`src/rtl/capcmp_timer.sv`:
```
module capcmp_timer #(
  parameter int CNT_W  = 16,
  parameter int NUM_CH = 3,
  parameter int ADDR_W = 3
) (
  input  logic              clk,
  input  logic              rst_n,
  input  logic              tick,
  input  logic [NUM_CH-1:0] cap_in,
  input  logic              bus_en,
  input  logic              bus_wr,
  input  logic [ADDR_W-1:0] bus_addr,
  input  logic [CNT_W-1:0]  bus_wdata,
  output logic [CNT_W-1:0]  bus_rdata,
  output logic [NUM_CH-1:0] irq
);
  localparam logic [ADDR_W-1:0] A_FLAG = ADDR_W'(0);
  localparam logic [ADDR_W-1:0] A_CNT  = ADDR_W'(1);
  localparam logic [ADDR_W-1:0] A_CTRL = ADDR_W'(2);
  localparam logic [ADDR_W-1:0] A_EDGE = ADDR_W'(3);
  localparam int GR_BASE = 4;
  localparam int IE_POS  = 8;

  logic [CNT_W-1:0]    cnt;
  logic                cnt_fresh;
  logic [NUM_CH-1:0]   mode, ie, flag, arm;
  logic [2*NUM_CH-1:0] esel;
  logic [CNT_W-1:0]    gr [NUM_CH];
  logic [NUM_CH-1:0]   sync1, sync2, prev;
  logic [NUM_CH-1:0]   cap_evt, cmp_evt, set_evt, clr_evt;

  wire wr     = bus_en & bus_wr;
  wire rd     = bus_en & ~bus_wr;
  wire cnt_wr = wr && (bus_addr == A_CNT);
  wire flg_wr = wr && (bus_addr == A_FLAG);
  wire flg_rd = rd && (bus_addr == A_FLAG);
  wire [NUM_CH-1:0] rise = sync2 & ~prev;
  wire [NUM_CH-1:0] fall = ~sync2 & prev;

  assign irq = flag & ie;

  always_ff @(posedge clk) begin
    if (!rst_n) begin
      cnt <= '0;
      cnt_fresh <= 1'b0;
    end else if (cnt_wr) begin
      cnt <= bus_wdata;
      cnt_fresh <= 1'b1;
    end else if (tick) begin
      cnt <= cnt + 1'b1;
      cnt_fresh <= 1'b1;
    end else begin
      cnt_fresh <= 1'b0;
    end
  end

  always_ff @(posedge clk) begin
    if (!rst_n) begin
      mode <= '0; ie <= '0; esel <= '0;
      sync1 <= '0; sync2 <= '0; prev <= '0;
    end else begin
      sync1 <= cap_in;
      sync2 <= sync1;
      prev  <= sync2;
      if (wr && bus_addr == A_CTRL) begin
        mode <= bus_wdata[NUM_CH-1:0];
        ie   <= bus_wdata[IE_POS +: NUM_CH];
      end
      if (wr && bus_addr == A_EDGE) esel <= bus_wdata[2*NUM_CH-1:0];
    end
  end

  always_comb begin
    for (int i = 0; i < NUM_CH; i++) begin
      cap_evt[i] = mode[i] & ((esel[2*i] & rise[i]) | (esel[2*i+1] & fall[i]));
      cmp_evt[i] = ~mode[i] & cnt_fresh & (cnt == gr[i]);
      set_evt[i] = cap_evt[i] | cmp_evt[i];
      clr_evt[i] = flg_wr & ~bus_wdata[i] & arm[i];
    end
  end

  always_ff @(posedge clk) begin
    if (!rst_n) begin
      flag <= '0;
      arm  <= '0;
      for (int i = 0; i < NUM_CH; i++) gr[i] <= '0;
    end else begin
      for (int i = 0; i < NUM_CH; i++) begin
        if (cap_evt[i]) gr[i] <= cnt;
        else if (wr && bus_addr == ADDR_W'(GR_BASE + i)) gr[i] <= bus_wdata;
        if (set_evt[i]) flag[i] <= 1'b1;
        else if (clr_evt[i]) flag[i] <= 1'b0;
        if (set_evt[i] || clr_evt[i]) arm[i] <= 1'b0;
        else if (flg_rd && flag[i]) arm[i] <= 1'b1;
      end
    end
  end

  always_comb begin
    bus_rdata = '0;
    case (bus_addr)
      A_FLAG: bus_rdata = CNT_W'(flag);
      A_CNT:  bus_rdata = cnt;
      A_CTRL: bus_rdata = CNT_W'({ie, {IE_POS{1'b0}}}) | CNT_W'(mode);
      A_EDGE: bus_rdata = CNT_W'(esel);
      default: begin
        for (int i = 0; i < NUM_CH; i++)
          if (bus_addr == ADDR_W'(GR_BASE + i)) bus_rdata = gr[i];
      end
    endcase
  end


  wrap_chk: assert property (@(posedge clk) disable iff (!rst_n)
    (tick && !cnt_wr && cnt == '1) |=> (cnt == '0));

  for (genvar g = 0; g < NUM_CH; g++) begin : g_chk

    cap_copy_chk: assert property (@(posedge clk) disable iff (!rst_n)
      cap_evt[g] |=> (gr[g] == $past(cnt)));

    flag_rise_chk: assert property (@(posedge clk) disable iff (!rst_n)
      $rose(flag[g]) |-> $past(set_evt[g]));

    flag_fall_chk: assert property (@(posedge clk) disable iff (!rst_n)
      $fell(flag[g]) |-> $past(flg_wr && !bus_wdata[g] && arm[g]));

    set_wins_chk: assert property (@(posedge clk) disable iff (!rst_n)
      (set_evt[g] && clr_evt[g]) |=> flag[g]);

    cancel_chk: assert property (@(posedge clk) disable iff (!rst_n)
      set_evt[g] |=> !arm[g]);
  end
endmodule

```
`config.mk`:
```
export PLATFORM = sky130hd
export DESIGN_NAME = capcmp_timer
export DESIGN_NICKNAME = d
export VERILOG_FILES = /design/src/rtl/capcmp_timer.sv
export SDC_FILE = /design/constraint.sdc
export NUM_CORES = 1
export LEC_CHECK = 0
export BUFFER_PORTS_ARGS = -buffer_cell sky130_fd_sc_hd__buf_4
export CAP_MARGIN = 5
export CORE_AREA = 2 2 110 112
export CTS_CLUSTER_DIAMETER = 120
export CTS_CLUSTER_SIZE = 10
export DETAILED_ROUTE_END_ITERATION = 7
export DIE_AREA = 0 0 112 114
export GPL_ROUTABILITY_DRIVEN = 0
export PLACE_DENSITY = 0.66
export RECOVER_POWER = 100
export SLEW_MARGIN = 40
export SYNTH_ARGS = -nofsm -noshare
export SYNTH_HDL_FRONTEND = slang
export SYNTH_SLANG_ARGS = --single-unit
```
`constraint.sdc`:
```
create_clock -name clk -period 2.5 [get_ports clk]
set_clock_uncertainty 0.1 [all_clocks]
set_input_delay 0.5 -clock clk [delete_from_list [all_inputs] [get_ports clk]]
set_output_delay 0.5 -clock clk [all_outputs]
set_load 0.02 [all_outputs]
```
==> impl_results.md, run 1 <==
* Seq/Total Area, Yosys at 41.0%
* CP dominant cell by count: nor2b_1
* Critical Path Source: bus_addr[0]
* Total GRT Usage at a little over a quarter
* Clock Latency Late Sink at 0.35 ns
* Initial antenna violation count at 0
* I/O Pins at 46
* DP HPWL at between 10,000 and 15,000 µm
* Min Hold Slack at between 0.2 and 0.3 ns
* Critical path class: input pin to output pin
* Post-CTS setup buffers at 0
* Main synth FF type: edfxtp_1
* Combinational share of power at 11.7%
* WL/cell at 21.2 µm
* Sequential share of power at 49.0%
* Leak at 2.40 nW
* DR pass1 iterations at 5
* Die X-Extent at 112 µm
* Die area at 12,800 µm²
* 1st-iter DRT viols at 615
* Diodes inserted at 0
* Ys Warns at 0
* Util after Layout at 54.2%
* DR vias/cell at around 6.3
* Yosys cell types at 56
* Proportion of power drawn by the clock network at 39.3%
* Max-slew violations at 0
* Critical path fanouts, max at 12
* Num rows at 40
* Main area contributors after synthesis: edfxtp_1, dfxtp_1, xor2_1
* Vias at 5,025
* Share of layout cells above drive strength 1 at 15.1%
* Critical path arrival at about 1.8 ns
* Overall die height at 114 µm
* Max-cap violations at 0
* Worst Tran Pin Value at 1.37 ns
* Core area at ~12,000 µm²
* Switching fraction of total power at between 20 and 30%
* Setup total negative slack at 0 ns
* Synth area leader: edfxtp_1
* Syn_nets at around 650
* Commonest cells in the netlist: o21ai_0, a21oi_1, nand3_1
* Starting density of the core at 48.4%
* Internal power at 0.00249 W
* Critical-path top delay cell: nor2b_1
* Ys async rst share at 0%
* FF-to-FF End: gr[1][13]
* Mean post-synth cell area at ~9.1 µm²
* Reg2reg setup slack at 0.26 ns
* GRT Residual Overflow at 0
* Clk sinks at 92
* Reg2Reg Depth at 6
* Hold WC Path Type: input pin to flip-flop
* Post-route insts no fill at 803
* Mapped cell area at 5660 µm²
* Worst IR drop on VDD at 0.278 mV
* Status: complete, no violations
* Synth top area share at 25.5%
* Number of synthesized flops with an enable pin at 48
* Endpoints failing hold at 0
* Final setup viols at 0
* Worst path max stage delay at ~0.43 ns
* Met1 Use GR at 38.1%
* Post-CTS Resized at 0
* Fin crit period at 2.40 ns
* CTS tree: done
* CTS Root Cell: clkbuf_16
* Hold_buf cts at 0
* Mapped Cells at 620
* CP Capture Type: output pin
* Max_slew headroom at 7.67%
* DRC violations left at 0
* P&R area growth vs syn at 12.2%
* Gr busiest metal: met2
* Synth Register Bits at 92
* Clock transition at the registers of the reported paths at approximately 0.070 ns
* Ratio of final minimum period to clock period at 96.1%
* Count leader, synth: o21ai_0
* WP data required at roughly 1.9 ns
* Vias in the first global route at 4,768
* Routed WL at 17,000 µm
* Power per cell area at between 500 and 600 nW/µm²
* Cts bufs inserted at 9
* H-tree depth at 3
* R2r startpoint: esel[3]
* Final nets at 679
* Cells after DPL at 787
* Port Buffers at 45
* Maximum buffer depth of the clock tree at 2
* Setup crit end: bus_rdata[12]
* Layout fillers at 1,131
* Fmax at 0.416 GHz
* Unrepaired setup endpoints after global routing: no
* GR Util met3 at 3.67%
* GR Util met2 at 40.4%
* First-pass GRT wire length at between 20,000 and 30,000 µm
* Setup crit start kind: input pin
* Crit path cell chain: buf_4 > nor2b_1 > nor2b_1 > a22o_1 > clkbuf_2
* Routed Antenna Nets at 0
* Largest net degree at the start of global routing at 49
* Psw at 0.000952 W
worst min-delay path by stage:
stage	depth (start not counted)	slack, ns	startpoint	end
after floorplan	1	0.31	sync1[0]	sync2[0]
after global placement	1	0.32	sync1[2]	sync2[2]
after detailed placement	1	0.32	sync1[1]	sync2[1]
after CTS	2	0.25	cap_in[2]	sync1[2]
after global routing	2	0.27	cap_in[0]	sync1[0]
final	2	0.26	cap_in[2]	sync1[2]
state kept, by name, indices dropped and copies added (netlist names):
signal     count
gr            48
esel           6
cnt_fresh      1
prev           3
sync1          3
sync2          3
mode           3
cnt           16
flag           3
arm            3
ie             3
routing by layer:
metal  wire length, µm  share of wire (%)
met2              7680                 45
met3              1570                9.2
met1              7050                 41
met5                 0                  0
met4               692                4.1
through the flow:
| step | area [µm²] | total power, W | setup slack [ns] |
|---|---|---|---|
| final | 6350 | 0.00344 | 0.0970 |
| after global routing | 6350 | 0.00356 | 0.0360 |
| after CTS | 6440 | 0.00347 | 0.146 |
| after detailed placement | 6150 | 0.00213 | 0.150 |
| after global placement | 6140 | 0.00212 | 0.205 |
| after floorplan | 5660 | 0.00195 | 0.148 |
layout by cell type (no fill, tap or decap), drive strengths merged, types with 13 or more instances in the layout:
cell type | netlist | layout
a21oi | 62 | 62
buf | 36 | 55
clkbuf | 21 | 31
dfxtp | 44 | 44
edfxtp | 48 | 48
inv | 18 | 23
mux2i | 25 | 25
nand2 | 25 | 25
nand3 | 60 | 60
nor2 | 29 | 29
o21ai | 66 | 66
o31ai | 17 | 17
xnor2 | 13 | 13
xor2 | 48 | 48
worst max-delay path: cells and delay by family:
family,cells,cell delay [ns]
AND/OR/NAND/NOR,2,0.69
AO/OA/AOI/OAI,1,0.22
buffers and inverters,2,0.39
final cells by class:
class                   instances  area, µm²  area share, %
multi-input cells             453       2960           46.6
flip-flops and latches         92       2320           36.6
repair buffers                 77        529           8.33
clock buffers                   9        225           3.55
well taps                     147        184           2.90
inverters                      18       67.6           1.06
clock inverters                 7       66.3           1.04
power groups by stage:
stage	clock, W	combinational [W]	sequential, W
after floorplan	0	0.000261	0.00169
after global placement	0	0.000403	0.00172
after detailed placement	0	0.000408	0.00172
after CTS	0.00138	0.000410	0.00168
after global routing	0.00144	0.000431	0.00169
final	0.00135	0.000401	0.00169
logic make-up after synthesis:
group	after synthesis	share of synthesized area [%]
and+or+nand+nor	183	18.1
AOI/OAI and AO/OA	180	18.8
DFF	92	41.0
buffers and inverters	75	6.83
xor gates and xnor gates	61	9.43
muxes	28	5.61
adders and majority gates	1	0.221
(Power assumes the default switching activity.)
==> run 2: changes to the inputs <==
--- a/config.mk
+++ b/config.mk
@@ -5,6 +5,7 @@
 export SDC_FILE = /design/constraint.sdc
 export NUM_CORES = 1
 export LEC_CHECK = 0
+export ABC_AREA = 1
 export BUFFER_PORTS_ARGS = -buffer_cell sky130_fd_sc_hd__buf_4
 export CAP_MARGIN = 5
 export CORE_AREA = 2 2 110 112
@@ -13,7 +14,7 @@
 export DETAILED_ROUTE_END_ITERATION = 7
 export DIE_AREA = 0 0 112 114
 export GPL_ROUTABILITY_DRIVEN = 0
-export PLACE_DENSITY = 0.66
+export PLACE_DENSITY = 0.67
 export RECOVER_POWER = 100
 export SLEW_MARGIN = 40
 export SYNTH_ARGS = -nofsm -noshare
==> run 2 against run 1 <==
Utilization grew 0.71 points. Global-route usage grew 2.4 points. Wire length increased by 6.6%. Register-to-register slack improved by 0.17 ns. Largest power group unchanged. Die area unchanged.
==> impl_results.md, run 2 <==
* Unrepaired setup endpoints after global routing: no
* Max-slew violations at 0
* Cts bufs inserted at 9
* Fin crit period at about 2.4 ns
* Clk sinks at 92
* Ratio of final minimum period to clock period at 97.3%
* Routed Antenna Nets at 0
* GRT Residual Overflow at 0
* WL/cell at 17.4 µm
* CP Capture Type: output pin
* Overall Power at 0.00349 W
* Sequential cell area at 2320 µm²
* Die area at about 13,000 µm²
* Overall die height at 114 µm
* CTS Root Cell: clkbuf_16
* Post-route insts no fill at 1,038
* Initial antenna violation count at 0
* DP HPWL at ~13,000 µm
* Max-cap violations at 0
* Core area at about 12,000 µm²
* Layout fillers at 1,224
* Starting density of the core at 48.9%
* WP data required at 1.90 ns
* Largest net degree at the start of global routing at 34
* Power per cell area at roughly 540 nW/µm²
* Count leader, synth: nand2_1
* Critical path arrival at ~1.8 ns
* Critical-path top delay cell: o21ai_0
* Total GRT Usage at 29.3%
* Final nets at 914
* Commonest cells in the netlist: nand2_1, inv_1, nor2_1
* Worst path max stage delay at 0.28 ns
* DR pass1 iterations at 6
* Post-CTS setup buffers at 0
* Leak at 2.94 nW
* Mean post-synth cell area at just under 7 µm²
* Bufs and invs on worst path at 4
* Num rows at 40
* Syn_nets at 878
* Hold WC Path Type: input pin to flip-flop
* Die X-Extent at 112 µm
* Synth top area share at 25.2%
* Synth area leader: edfxtp_1
* Crit path cell chain: buf_4 > inv_2 > nor2_1 > nand2_1 > clkbuf_1 > o21ai_0 > clkbuf_2
* Share of layout cells above drive strength 1 at 8.87%
* Seq/Total Area, Yosys at 40.6%
* Ys Warns at 0
* Number of synthesized flops with an enable pin at 48
* Worst Tran Pin Value at 1.13 ns
* Mapped cell area at 5720 µm²
* Critical path fanouts, max at 9
* Max reg flops at 48
* Most common cell after layout, fill and taps aside: nand2_1
* I/O Pins at 46
* 1st-iter DRT viols at between 700 and 800
* Main area contributors after synthesis: edfxtp_1, nand2_1, dfxtp_1
* Diodes inserted at 0
* Setup crit start kind: input pin
* Maximum buffer depth of the clock tree at 2
* Endpoints failing hold at 0
* Yosys cell types at 34
* P&R area growth vs syn at 12.4%
* Fmax at about 0.41 GHz
* Port Buffers at 45
* Vias at 5,831
* Most frequent cells in the layout: nand2_1, inv_1, nor2_1
* Critical path class: input pin to output pin
* Hold_buf cts at 0
* Routed WL at 18,100 µm
* DR vias/cell at 5.62
* First-pass GRT wire length at 29,000 µm
* Post-CTS Resized at 0
* Worst IR drop on VDD at 0.412 mV
* Status: complete, no violations
* Max_slew headroom at 24.4%
* Mapped Cells at 850
* Cell family with most CP delay: buffers and inverters
* CTS tree: done
* Clock Latency Late Sink at between 0.3 and 0.4 ns
* Top Registers: gr: 48 flops, cnt: 16 flops, esel: 6 flops
* Ys async rst share at 0%
* Clock transition at the registers of the reported paths at 0.06 ns
* Main synth FF type: edfxtp_1
* Vias in the first global route at 5,487
* Synth Register Bits at 92
* DRC violations left at 0
* Multi-input logic area at 2770 µm²
* Largest register by flop count: gr
* Cells after DPL at 1,022
* Final setup viols at 0
* Setup total negative slack at 0 ns
* H-tree depth at 3
[run 2: cell count changes in the layout (fill, tap and decap cells not counted), sizes merged, moves of 14 or more]
| cell | delta |
|---|---|
| buf | -14 |
| mux2i | -25 |
| o31ai | -17 |
| xor2 | -38 |
| nand2 | +247 |
| and2 | +20 |
| o22ai | +17 |
| a21oi | -21 |
| inv | +93 |
| nand3 | -25 |
| nor2 | +51 |
[run 2: kinds of logic (layout without fill, tap and decap cells)]
logic type	Yosys count	in the layout	share of synthesized area (%)
compound gates	154	154	14.8
xor+xnor	15	15	2.29
fa+ha+maj	1	1	0.219
buf+inv	157	198	11.0
flops	92	92	40.6
simple gates	431	431	31.2
[run 2: area by class of cell]
class | count | share of cell area [%]
timing repair buffer | 67 | 6.55
tap | 147 | 2.86
multi-input combinational | 601 | 43.0
sequential | 92 | 36.1
clock buffer | 11 | 4.28
clock inverter | 5 | 0.467
inverter | 115 | 6.71
[run 2: final timing paths]
| check | cells past startpoint | slack, ns | start | to |
|---|---|---|---|---|
| worst min register to register | 2 | 0.31 | sync1[1] | sync2[1] |
| worst max register to register | 5 | 0.43 | esel[2] | gr[1][1] |
| worst max-delay path | 7 | 0.07 | bus_addr[0] | bus_rdata[13] |
| worst min-delay path | 3 | 0.22 | cap_in[1] | sync1[1] |
[run 2: worst min-delay path: cells and delay by family]
kind / cells / cell delay [ns]
AND/OR/NAND/NOR: 1 / 0.04
buffers and inverters: 2 / 0.11
[run 2: layer usage]
layer	up-vias	track usage, %	share of wire (%)
met4	0	13.7	4.8
met5	-	0	0
li1	2778	-	-
met1	2673	39.3	42
met3	70	5.05	8.4
met2	310	46.4	45
[run 2: metrics by stage]
stage	worst slack (ns)	hold WS (ns)	utilization (%)	instance area, µm²
CTS	0.157	0.218	55.9	6540
floorplan	0.359	0.290	-	5720
finish	0.0668	0.225	54.9	6430
detailed placement	0.131	0.297	53.3	6240
global route	0.0266	0.219	54.9	6430
global placement	0.180	0.294	53.3	6240
[run 2: power by group]
group	leakage (nW)	switching, W	internal (W)
Sequential	0.854	0.0000441	0.00164
Clock	0.156	0.000628	0.000793
Combinational	1.93	0.000265	0.000124
